===== config.mk =====
export PLATFORM = sky130hd
export DESIGN_NAME = aud_tx_host
export DESIGN_NICKNAME = d
export VERILOG_FILES = /design/src/rtl/aud_tx_pkg.sv /design/src/rtl/aud_tx_fifo.sv /design/src/rtl/aud_tx_blkcnt.sv /design/src/rtl/aud_tx_irq.sv /design/src/rtl/aud_tx_host.sv
export SDC_FILE = /design/constraint.sdc
export NUM_CORES = 1
export LEC_CHECK = 0
export CAP_MARGIN = 10
export CELL_PAD_IN_SITES_DETAIL_PLACEMENT = 1
export CELL_PAD_IN_SITES_GLOBAL_PLACEMENT = 1
export CORE_MARGIN = 4
export CORE_UTILIZATION = 41
export CTS_BUF_LIST = sky130_fd_sc_hd__clkbuf_8
export CTS_CLUSTER_DIAMETER = 40
export CTS_CLUSTER_SIZE = 12
export DETAILED_ROUTE_END_ITERATION = 8
export PLACE_DENSITY_LB_ADDON = 0.1
export SLEW_MARGIN = 40
export SYNTH_ARGS = -nofsm -noshare
export SYNTH_HDL_FRONTEND = slang
export SYNTH_HIERARCHICAL = 1
export SYNTH_SLANG_ARGS = --single-unit

===== constraint.sdc =====
create_clock -name clk -period 2.5 [get_ports clk]
set_clock_uncertainty 0.1 [all_clocks]
set_input_delay 0.375 -clock clk [delete_from_list [all_inputs] [get_ports clk]]
set_output_delay 0.375 -clock clk [all_outputs]
set_load 0.02 [all_outputs]

===== src/rtl/aud_tx_pkg.sv =====
package aud_tx_pkg;

    typedef enum logic [1:0] {
        REG_CTRL     = 2'd0,
        REG_NONAUDIO = 2'd1,
        REG_AUDIO    = 2'd2,
        REG_BLKLEN   = 2'd3
    } reg_sel_e;

    localparam int CTL_EMPTY_IE = 0;
    localparam int CTL_BLOCK_IE = 1;
    localparam int CTL_OVR_CLR  = 2;

    typedef struct packed {
        logic ctl_wr;
        logic na_wr;
        logic aud_wr;
        logic len_wr;
    } wr_dec_t;

    function automatic wr_dec_t decode_write(input logic en, input logic [1:0] addr);
        wr_dec_t d;
        d.ctl_wr = en && (reg_sel_e'(addr) == REG_CTRL);
        d.na_wr  = en && (reg_sel_e'(addr) == REG_NONAUDIO);
        d.aud_wr = en && (reg_sel_e'(addr) == REG_AUDIO);
        d.len_wr = en && (reg_sel_e'(addr) == REG_BLKLEN);
        return d;
    endfunction

endpackage


===== src/rtl/aud_tx_fifo.sv =====
module aud_tx_fifo #(
    parameter int AW = 24
) (
    input  logic          clk,
    input  logic          rst,
    input  logic          wr,
    input  logic [AW-1:0] wdata,
    input  logic          take,
    input  logic          clr_ovr,
    output logic          full,
    output logic          consume,
    output logic          loaded,
    output logic          overrun,
    output logic [AW-1:0] word0,
    output logic [AW-1:0] word1
);
    logic [1:0]    fill;
    logic [AW-1:0] slot0, slot1;

    assign full    = (fill == 2'd2);
    assign consume = take && full;
    assign loaded  = wr && !consume && (fill == 2'd1);
    assign word0   = slot0;
    assign word1   = slot1;

    always_ff @(posedge clk) begin
        if (rst) begin
            fill    <= 2'd0;
            slot0   <= '0;
            slot1   <= '0;
            overrun <= 1'b0;
        end else begin
            if (consume) begin
                if (wr) begin
                    slot0 <= wdata;
                    fill  <= 2'd1;
                end else begin
                    fill  <= 2'd0;
                end
            end else if (wr) begin
                if (fill == 2'd0) begin
                    slot0 <= wdata;
                    fill  <= 2'd1;
                end else if (fill == 2'd1) begin
                    slot1 <= wdata;
                    fill  <= 2'd2;
                end
            end
            if (wr && full && !take)
                overrun <= 1'b1;
            else if (clr_ovr)
                overrun <= 1'b0;
        end
    end

    assert_empty_after_take_R3: assert property (@(posedge clk) disable iff (rst)
        consume |=> !full);
    assert_second_word_fills_R2: assert property (@(posedge clk) disable iff (rst)
        (fill == 2'd1 && wr) |=> full);
    assert_overrun_sticky_R5: assert property (@(posedge clk) disable iff (rst)
        (overrun && !clr_ovr) |=> overrun);
    assert_discard_keeps_words_R5: assert property (@(posedge clk) disable iff (rst)
        (wr && full && !take) |=> ($stable(slot0) && $stable(slot1)));
endmodule


===== src/rtl/aud_tx_blkcnt.sv =====
module aud_tx_blkcnt #(
    parameter int BLW        = 8,
    parameter int BLK_FRAMES = 192
) (
    input  logic           clk,
    input  logic           rst,
    input  logic           len_wr,
    input  logic [BLW-1:0] len_data,
    input  logic           take,
    output logic           last,
    output logic           block_end
);
    localparam logic [BLW-1:0] LEN_M1_RST = BLW'(BLK_FRAMES - 1);

    logic [BLW-1:0] len_m1;
    logic [BLW-1:0] cnt;

    assign last      = (cnt >= len_m1);
    assign block_end = take && last;

    always_ff @(posedge clk) begin
        if (rst) begin
            len_m1 <= LEN_M1_RST;
            cnt    <= '0;
        end else begin
            if (len_wr)
                len_m1 <= len_data;
            if (take)
                cnt <= last ? '0 : cnt + 1'b1;
        end
    end

    assert_wrap_after_last_R8: assert property (@(posedge clk) disable iff (rst)
        block_end |=> (cnt == '0));
    assert_count_step_R8: assert property (@(posedge clk) disable iff (rst)
        (take && !last) |=> (cnt == $past(cnt) + 1'b1));
endmodule


===== src/rtl/aud_tx_irq.sv =====
module aud_tx_irq (
    input  logic clk,
    input  logic rst,
    input  logic ctl_wr,
    input  logic empty_ie_d,
    input  logic block_ie_d,
    input  logic block_end,
    input  logic loaded,
    input  logic empty,
    output logic block_flag,
    output logic irq_empty,
    output logic irq_block,
    output logic dma_req
);
    logic empty_ie, block_ie;

    always_ff @(posedge clk) begin
        if (rst) begin
            empty_ie   <= 1'b0;
            block_ie   <= 1'b0;
            block_flag <= 1'b0;
        end else begin
            if (ctl_wr) begin
                empty_ie <= empty_ie_d;
                block_ie <= block_ie_d;
            end
            if (block_end)
                block_flag <= 1'b1;
            else if (loaded)
                block_flag <= 1'b0;
        end
    end

    assign irq_block = block_ie && block_flag;
    assign irq_empty = empty_ie && empty && !irq_block;
    assign dma_req   = empty;

    assert_block_vector_R9: assert property (@(posedge clk) disable iff (rst)
        (block_end && block_ie && !ctl_wr) |=> irq_block);
    assert_fallback_vector_R9: assert property (@(posedge clk) disable iff (rst)
        (block_end && !block_ie && empty_ie && !ctl_wr && !loaded) |=> irq_empty);
    assert_block_clear_R10: assert property (@(posedge clk) disable iff (rst)
        (loaded && !block_end) |=> !block_flag);
endmodule


===== src/rtl/aud_tx_host.sv =====
module aud_tx_host
    import aud_tx_pkg::*;
#(
    parameter int DW         = 24,
    parameter int AW         = 24,
    parameter int NAW        = 4,
    parameter int BLW        = 8,
    parameter int BLK_FRAMES = 192
) (
    input  logic           clk,
    input  logic           rst,
    input  logic           wr_en,
    input  logic [1:0]     wr_addr,
    input  logic [DW-1:0]  wr_data,
    input  logic           frame_take,
    output logic [AW-1:0]  tx_left,
    output logic [AW-1:0]  tx_right,
    output logic [NAW-1:0] tx_na,
    output logic           tx_valid,
    output logic           tx_last,
    output logic           sts_empty,
    output logic           sts_overrun,
    output logic           sts_block,
    output logic           irq_empty,
    output logic           irq_block,
    output logic           dma_req
);
    wr_dec_t        dec;
    logic           full, consume, loaded, last, block_end;
    logic [AW-1:0]  word0, word1;
    logic [NAW-1:0] na_reg;

    assign dec       = decode_write(wr_en, wr_addr);
    assign sts_empty = !full;

    aud_tx_fifo #(.AW(AW)) u_fifo (
        .clk     (clk),
        .rst     (rst),
        .wr      (dec.aud_wr),
        .wdata   (wr_data[AW-1:0]),
        .take    (frame_take),
        .clr_ovr (dec.ctl_wr && wr_data[CTL_OVR_CLR]),
        .full    (full),
        .consume (consume),
        .loaded  (loaded),
        .overrun (sts_overrun),
        .word0   (word0),
        .word1   (word1)
    );

    aud_tx_blkcnt #(.BLW(BLW), .BLK_FRAMES(BLK_FRAMES)) u_blkcnt (
        .clk       (clk),
        .rst       (rst),
        .len_wr    (dec.len_wr),
        .len_data  (wr_data[BLW-1:0]),
        .take      (frame_take),
        .last      (last),
        .block_end (block_end)
    );

    aud_tx_irq u_irq (
        .clk        (clk),
        .rst        (rst),
        .ctl_wr     (dec.ctl_wr),
        .empty_ie_d (wr_data[CTL_EMPTY_IE]),
        .block_ie_d (wr_data[CTL_BLOCK_IE]),
        .block_end  (block_end),
        .loaded     (loaded),
        .empty      (sts_empty),
        .block_flag (sts_block),
        .irq_empty  (irq_empty),
        .irq_block  (irq_block),
        .dma_req    (dma_req)
    );

    always_ff @(posedge clk) begin
        if (rst) begin
            na_reg   <= '0;
            tx_left  <= '0;
            tx_right <= '0;
            tx_na    <= '0;
            tx_valid <= 1'b0;
            tx_last  <= 1'b0;
        end else begin
            if (dec.na_wr)
                na_reg <= wr_data[NAW-1:0];
            if (frame_take) begin
                tx_left  <= consume ? word0 : '0;
                tx_right <= consume ? word1 : '0;
                tx_na    <= na_reg;
                tx_valid <= consume;
                tx_last  <= last;
            end
        end
    end

    assert_take_sets_valid_R3: assert property (@(posedge clk) disable iff (rst)
        (frame_take && full) |=> (tx_valid && sts_empty));
    assert_partial_take_R11: assert property (@(posedge clk) disable iff (rst)
        (frame_take && !full) |=> (!tx_valid && tx_left == '0));
    assert_last_marks_block_R8: assert property (@(posedge clk) disable iff (rst)
        (frame_take && last) |=> (tx_last && sts_block));
    assert_vectors_exclusive_R9: assert property (@(posedge clk) disable iff (rst)
        !(irq_empty && irq_block));
    assert_dma_no_frame_R6: assert property (@(posedge clk) disable iff (rst)
        dma_req |-> !full);
endmodule


==> reports/results.ini, run 1 <==
[worst_setup_path]
worstPathArrival_ns=1.85
reg2reg_from=u_blkcnt/cnt[2]
criticalPathCategory=register to output pin
worstSetupStartpoint=u_fifo/fill[1]
cp-start-kind=register
endpoint_kind=output pin
crit_fanout=5
crit_required_ns=2.03

[clocking]
cts_made_buffers=17
insertion_delay_ns=0.43
cts.sinks=128
cts.path.max_buffers=2
htreeDepth=4
cts_hold_buf=0
postCtsResizedCells=0
cts_tree=built
clk_pin_slew_ns=0.07
cts_setup_buffers=0
cts_root_buf=clkbuf_8

[yosys]
ys_top_cells_by_count=dfxtp_1 (128), a21oi_1 (100), nand2b_1 (61), nand2_1 (60), nand3_1 (53)
ys_ff_latch=128
synth_edf_count=0
ys_async_sr_fraction_pct=0
yosys-top-cells-area=dfxtp_1 (49%), a21oi_1 (9.5%), nand2b_1 (7.2%)
yosys.area.top_type=dfxtp_1
syn-num-nets=635
ys_types=46
synth_top_flop_cell=dfxtp_1
synth_top_area_share_pct=48.5
avgSynthCellArea_um2=8.86
yosysSeqAreaShare_pct=48.5
yosysMostFrequentCell=dfxtp_1
syn_inst=596
ys_warn_count=6
synth_area_mm2=0.00528

[sta]
final.setup.tns_ns=0
whs_ns=0.154
timing.final.crit_share_pct=92.8
final_max_slew_viol_count=0
setup_violations=0
min_period_ns=2.32
report.final.hold_viol_count=0
maxSlewHeadroom_pct=60.0
rsz0062_at_grt=no
worstMarginPinSlew_ns=0.600
timing.fmax_ghz=0.431

[finish]
final_nets=703
syn_to_final_growth_pct=26.0
drive_gt1_share_pct=7.69
multi_input_comb_area_mm2=0.00241
num_antenna_cells=0
nFillCells=1481
regArea_mm2=0.00256

[detailed_routing]
dr.pass1.iters=4
routedWlPerCell_um=16.5
highest_layer=met4
met3_wirelength_um=493
route.met2.wl_mm=6.56
routed_wl_mm=14.0
vias=4315
wl_met1_mm=6.68
ant_nets=0
drtIter0Drc=264
viasPerCell=5.09
drc_errors=0

[power_and_ir_drop]
switching_share_pct=22.2
p_per_area_mw_per_mm2=632
intPower_mw=3.27
p_switching_mw=0.933
peakVddDrop_v=0.000264
p_leak_nw=2.35
p_clk_share_pct=44.1
p_total_mw=4.20
seq_power_share_pct=49.7
p_comb_share_pct=6.2

[place]
post-dp-hpwl_mm=9.32
portBuffers=89
place_congestion=0.750

[global_routing]
grt_pass1_vias=4421
gr-total-overflow=0
track_usage_pct=19.8
antenna_found_initial=0
grt_pass1_wl_mm=23.0
grt_start_max_net_pins=123

[outcome]
status=finished, final reports clean

[floorplan]
num_io_pins=90
fp-row-count=41
core_area_mm2=0.0126
initial_core_util_pct=41.8
die_y_um=121
die_area_mm2=0.0148
fp.dieW_um=121

[hold_path]
hold_path_class=input port to register
hold_start=rst

[job]
maxCapViolCount=0

-- per-stage QoR --
step	std cells	utilization [%]	cell area, um^2	setup slack [ns]
6_report	848	52.7	6650	0.179
5_1_grt	848	52.7	6650	0.00437
2_1_floorplan	596	-	5280	0.706
3_3_place_gp	817	49.3	6230	0.379
3_5_place_dp	817	49.3	6230	0.331
4_1_cts	848	52.7	6650	0.0876
-- critical path: stages (launching register included) --
cell             delay (ns)
dfxtp_1                0.40
nor2b_1                0.26
inv_1                  0.11
nand2_1                0.08
nor2_1                 0.04
clkdlybuf4s50_1        0.52
-- cells by family after synthesis --
| logic type | share of synthesized area [%] |
|---|---|
| fa+ha+maj | 2.13 |
| compound gates | 15.5 |
| flops | 48.5 |
| mux | 2.65 |
| simple gates | 24.8 |
| xor+xnor | 0.498 |
| buf+inv | 5.85 |
-- final timing paths --
| path | end | slack (ns) | cells past startpoint |
|---|---|---|---|
| worst max-delay path | irq_empty | 0.18 | 5 |
| worst min-delay path | u_blkcnt/len_m1[0] | 0.15 | 3 |
| worst max register to register | u_irq/block_flag | 0.51 | 7 |
| worst min register to register | u_fifo/word1[21] | 0.36 | 2 |
-- power by group through the flow --
stage / registers, mW / clock network (mW) / logic (mW)
4_1_cts: 2.09 / 1.90 / 0.264
5_1_grt: 2.09 / 1.99 / 0.286
3_3_place_gp: 2.13 / 0 / 0.255
2_1_floorplan: 2.13 / 0 / 0.158
3_5_place_dp: 2.13 / 0 / 0.262
6_report: 2.09 / 1.85 / 0.261
-- routing by layer --
metal | vias up | global-route usage, %
li1 | 2176 | -
met2 | 83 | 31.3
met3 | 22 | 4.62
met4 | 0 | 8.05
met5 | - | 0
met1 | 2034 | 26.2
-- layout make-up --
type / count / area share [%]
inverters: 14 / 0.790
flip-flops and latches: 128 / 38.5
multi-input cells: 407 / 36.2
clock buffers: 25 / 5.18
well taps: 172 / 3.24
repair buffers: 96 / 14.9
clock inverters: 6 / 1.17
-- layout by cell type, fill, tap and decap left out, types with 2 or more instances in the layout --
| master | n |
|---|---|
| dfxtp_1 | 128 |
| clkbuf_8 | 25 |
| o21ai_0 | 5 |
| buf_4 | 5 |
| clkinv_2 | 2 |
| buf_12 | 4 |
| a21o_1 | 3 |
| o22ai_1 | 3 |
| nand3b_1 | 3 |
| inv_1 | 14 |
| bufinv_16 | 2 |
| nor2b_4 | 2 |
| o21ai_1 | 20 |
| a21oi_2 | 2 |
| nand3_1 | 53 |
| a21oi_1 | 100 |
| and2_1 | 2 |
| o211ai_1 | 6 |
| ha_1 | 9 |
| and3_1 | 2 |
| clkdlybuf4s50_1 | 87 |
| nand2b_1 | 61 |
| nand2_1 | 60 |
| inv_2 | 2 |
| mux2i_1 | 14 |
| nor2_1 | 16 |
| and3b_1 | 2 |
| or3b_1 | 24 |
| xor2_1 | 2 |
No activity file was read; power rests on OpenSTA's default activity.
==> inputs of run 2 (changes only) <==
Settings changed: CAP_MARGIN 10 to 20.
Clock period 2.5 ns to 2.4 ns, I/O delays scaled along.
==> run 2 against run 1 <==
  * Utilization rose by 0.14 points
  * Die area did not move
  * Sequential power rose by 4%
  * First-iteration DRC count rose by 25%
  * Worst hold slack improved by 0.017 ns
  * Register-to-register slack got worse by 0.08 ns
  * Critical path depth did not move
  * Largest power group unchanged
  * Non-clock buffer count rose by 3
  * Via count rose by 2.0%
==> reports/results.ini, run 2 (synthesis gave the netlist of run 1 again) <==
[clocking]
cts_root_buf=clkbuf_8
cts_made_buffers=17
cts_tree=built
cts.path.max_buffers=2
insertion_delay_ns=0.43
htreeDepth=4
cts_hold_buf=0
cts.sinks=128
clk_pin_slew_ns=0.07
cts_setup_buffers=0

[detailed_routing]
ant_nets=0
routed_wl_mm=14.3
drc_errors=0
routedWlPerCell_um=16.8
viasPerCell=5.17
vias=4402
dr.pass1.iters=5
drtIter0Drc=329

[sta]
worstMarginPinSlew_ns=0.737
timing.final.crit_share_pct=93.9
min_period_ns=2.25
timing.fmax_ghz=0.444
setup_violations=0
final.setup.tns_ns=0
maxSlewHeadroom_pct=50.9
rsz0062_at_grt=no
final_max_slew_viol_count=0
report.final.hold_viol_count=0

[power_and_ir_drop]
p_total_mw=4.48
p_leak_nw=2.35
p_per_area_mw_per_mm2=672
peakVddDrop_v=0.000289

[global_routing]
track_usage_pct=19.7
antenna_found_initial=0
gr-total-overflow=0
grt_pass1_wl_mm=23.0
grt_start_max_net_pins=70
grt_pass1_vias=4518

[finish]
final_nets=706
syn_to_final_growth_pct=26.3
drive_gt1_share_pct=8.53
num_antenna_cells=0
layout_common_cells=dfxtp_1 (128), a21oi_1 (100), clkdlybuf4s50_1 (87), nand2b_1 (61), nand2_1 (60)
design_area_mm2=0.00667
layout_commonest_cell=dfxtp_1

[worst_setup_path]
criticalPathCategory=register to output pin
worstPathArrival_ns=1.79
cp_cell_sequence=nor2b_2 -> inv_1 -> nand2_1 -> nor2_1 -> clkdlybuf4s50_1
crit_fanout=6
cp-start-kind=register
crit_required_ns=1.94
endpoint_kind=output pin
slowest_delay_ns=0.61
slowest_stage=clkdlybuf4s50_1

[floorplan]
num_io_pins=90
core_area_mm2=0.0126
initial_core_util_pct=41.8
fp.dieW_um=121
fp-row-count=41
die_area_mm2=0.0148
die_y_um=121

[place]
place_congestion=0.769
portBuffers=89
post-dp-hpwl_mm=9.75
place_area_mm2=0.00622

[hold_path]
hold_path_class=input port to register

[job]
maxCapViolCount=0

[outcome]
status=finished, final reports clean

-- run 2: cell count changes in the layout (fill, tap and decap cells not counted), sizes merged --
cell and change:
clkbuf -5, buf +3, clkinv +3, bufinv +2, clkinvlp +2, inv -1
-- run 2: path summary, 6_finish.rpt --
path	start	to	slack [ns]	depth (start not counted)
max	u_fifo/fill[0]	irq_empty	0.15	5
min	rst	u_blkcnt/len_m1[0]	0.17	3
max reg2reg	u_blkcnt/len_m1[4]	u_irq/block_flag	0.43	8
min reg2reg	u_fifo/word1[1]	u_fifo/word1[1]	0.36	2
-- run 2: routing by layer --
metal | share of wire, % | global-route usage (%) | wire length, um
met3 | 3.2 | 4.29 | 456
met1 | 47 | 25.9 | 6710
met2 | 49 | 32.1 | 6990
met5 | 0 | 0 | 0
met4 | 1.2 | 6.44 | 179
-- run 2: critical path, delay by kind of cell, from the launching register on --
family | cells | cell delay (ns)
buf+inv | 2 | 0.70
simple gates | 3 | 0.23
flops | 1 | 0.42
-- run 2: area by class of cell --
type	instances	area (um^2)
Inverter	14	52.6
Tap cell	172	215
Clock buffer	20	275
Timing Repair Buffer	99	986
Clock inverter	12	164
Sequential cell	128	2560
Fill cell	1484	5950
Multi-Input combinational cell	407	2410
-- run 2: timing repair --
action	CTS	global route
endpoints found under the hold margin	0	0
resized for setup	0	1
setup endpoints to repair	0	1
-- run 2: stage by stage --
stage	hold WS, ns	instances	util [%]	setup slack, ns
floorplan	0.329	596	-	0.606
global placement	0.344	820	49.3	0.304
detailed placement	0.353	820	49.3	0.231
CTS	0.145	852	52.8	0.0146
global route	0.168	852	52.8	0.00960
finish	0.170	852	52.8	0.145
-- run 2: where the power goes --
part	internal, mW	leakage [nW]	switching [mW]	total (mW)
sequential	2.15	1.03	0.0192	2.17
combinational	0.119	1.09	0.156	0.275
clock	1.20	0.226	0.830	2.03
total	3.48	2.35	1.00	4.48
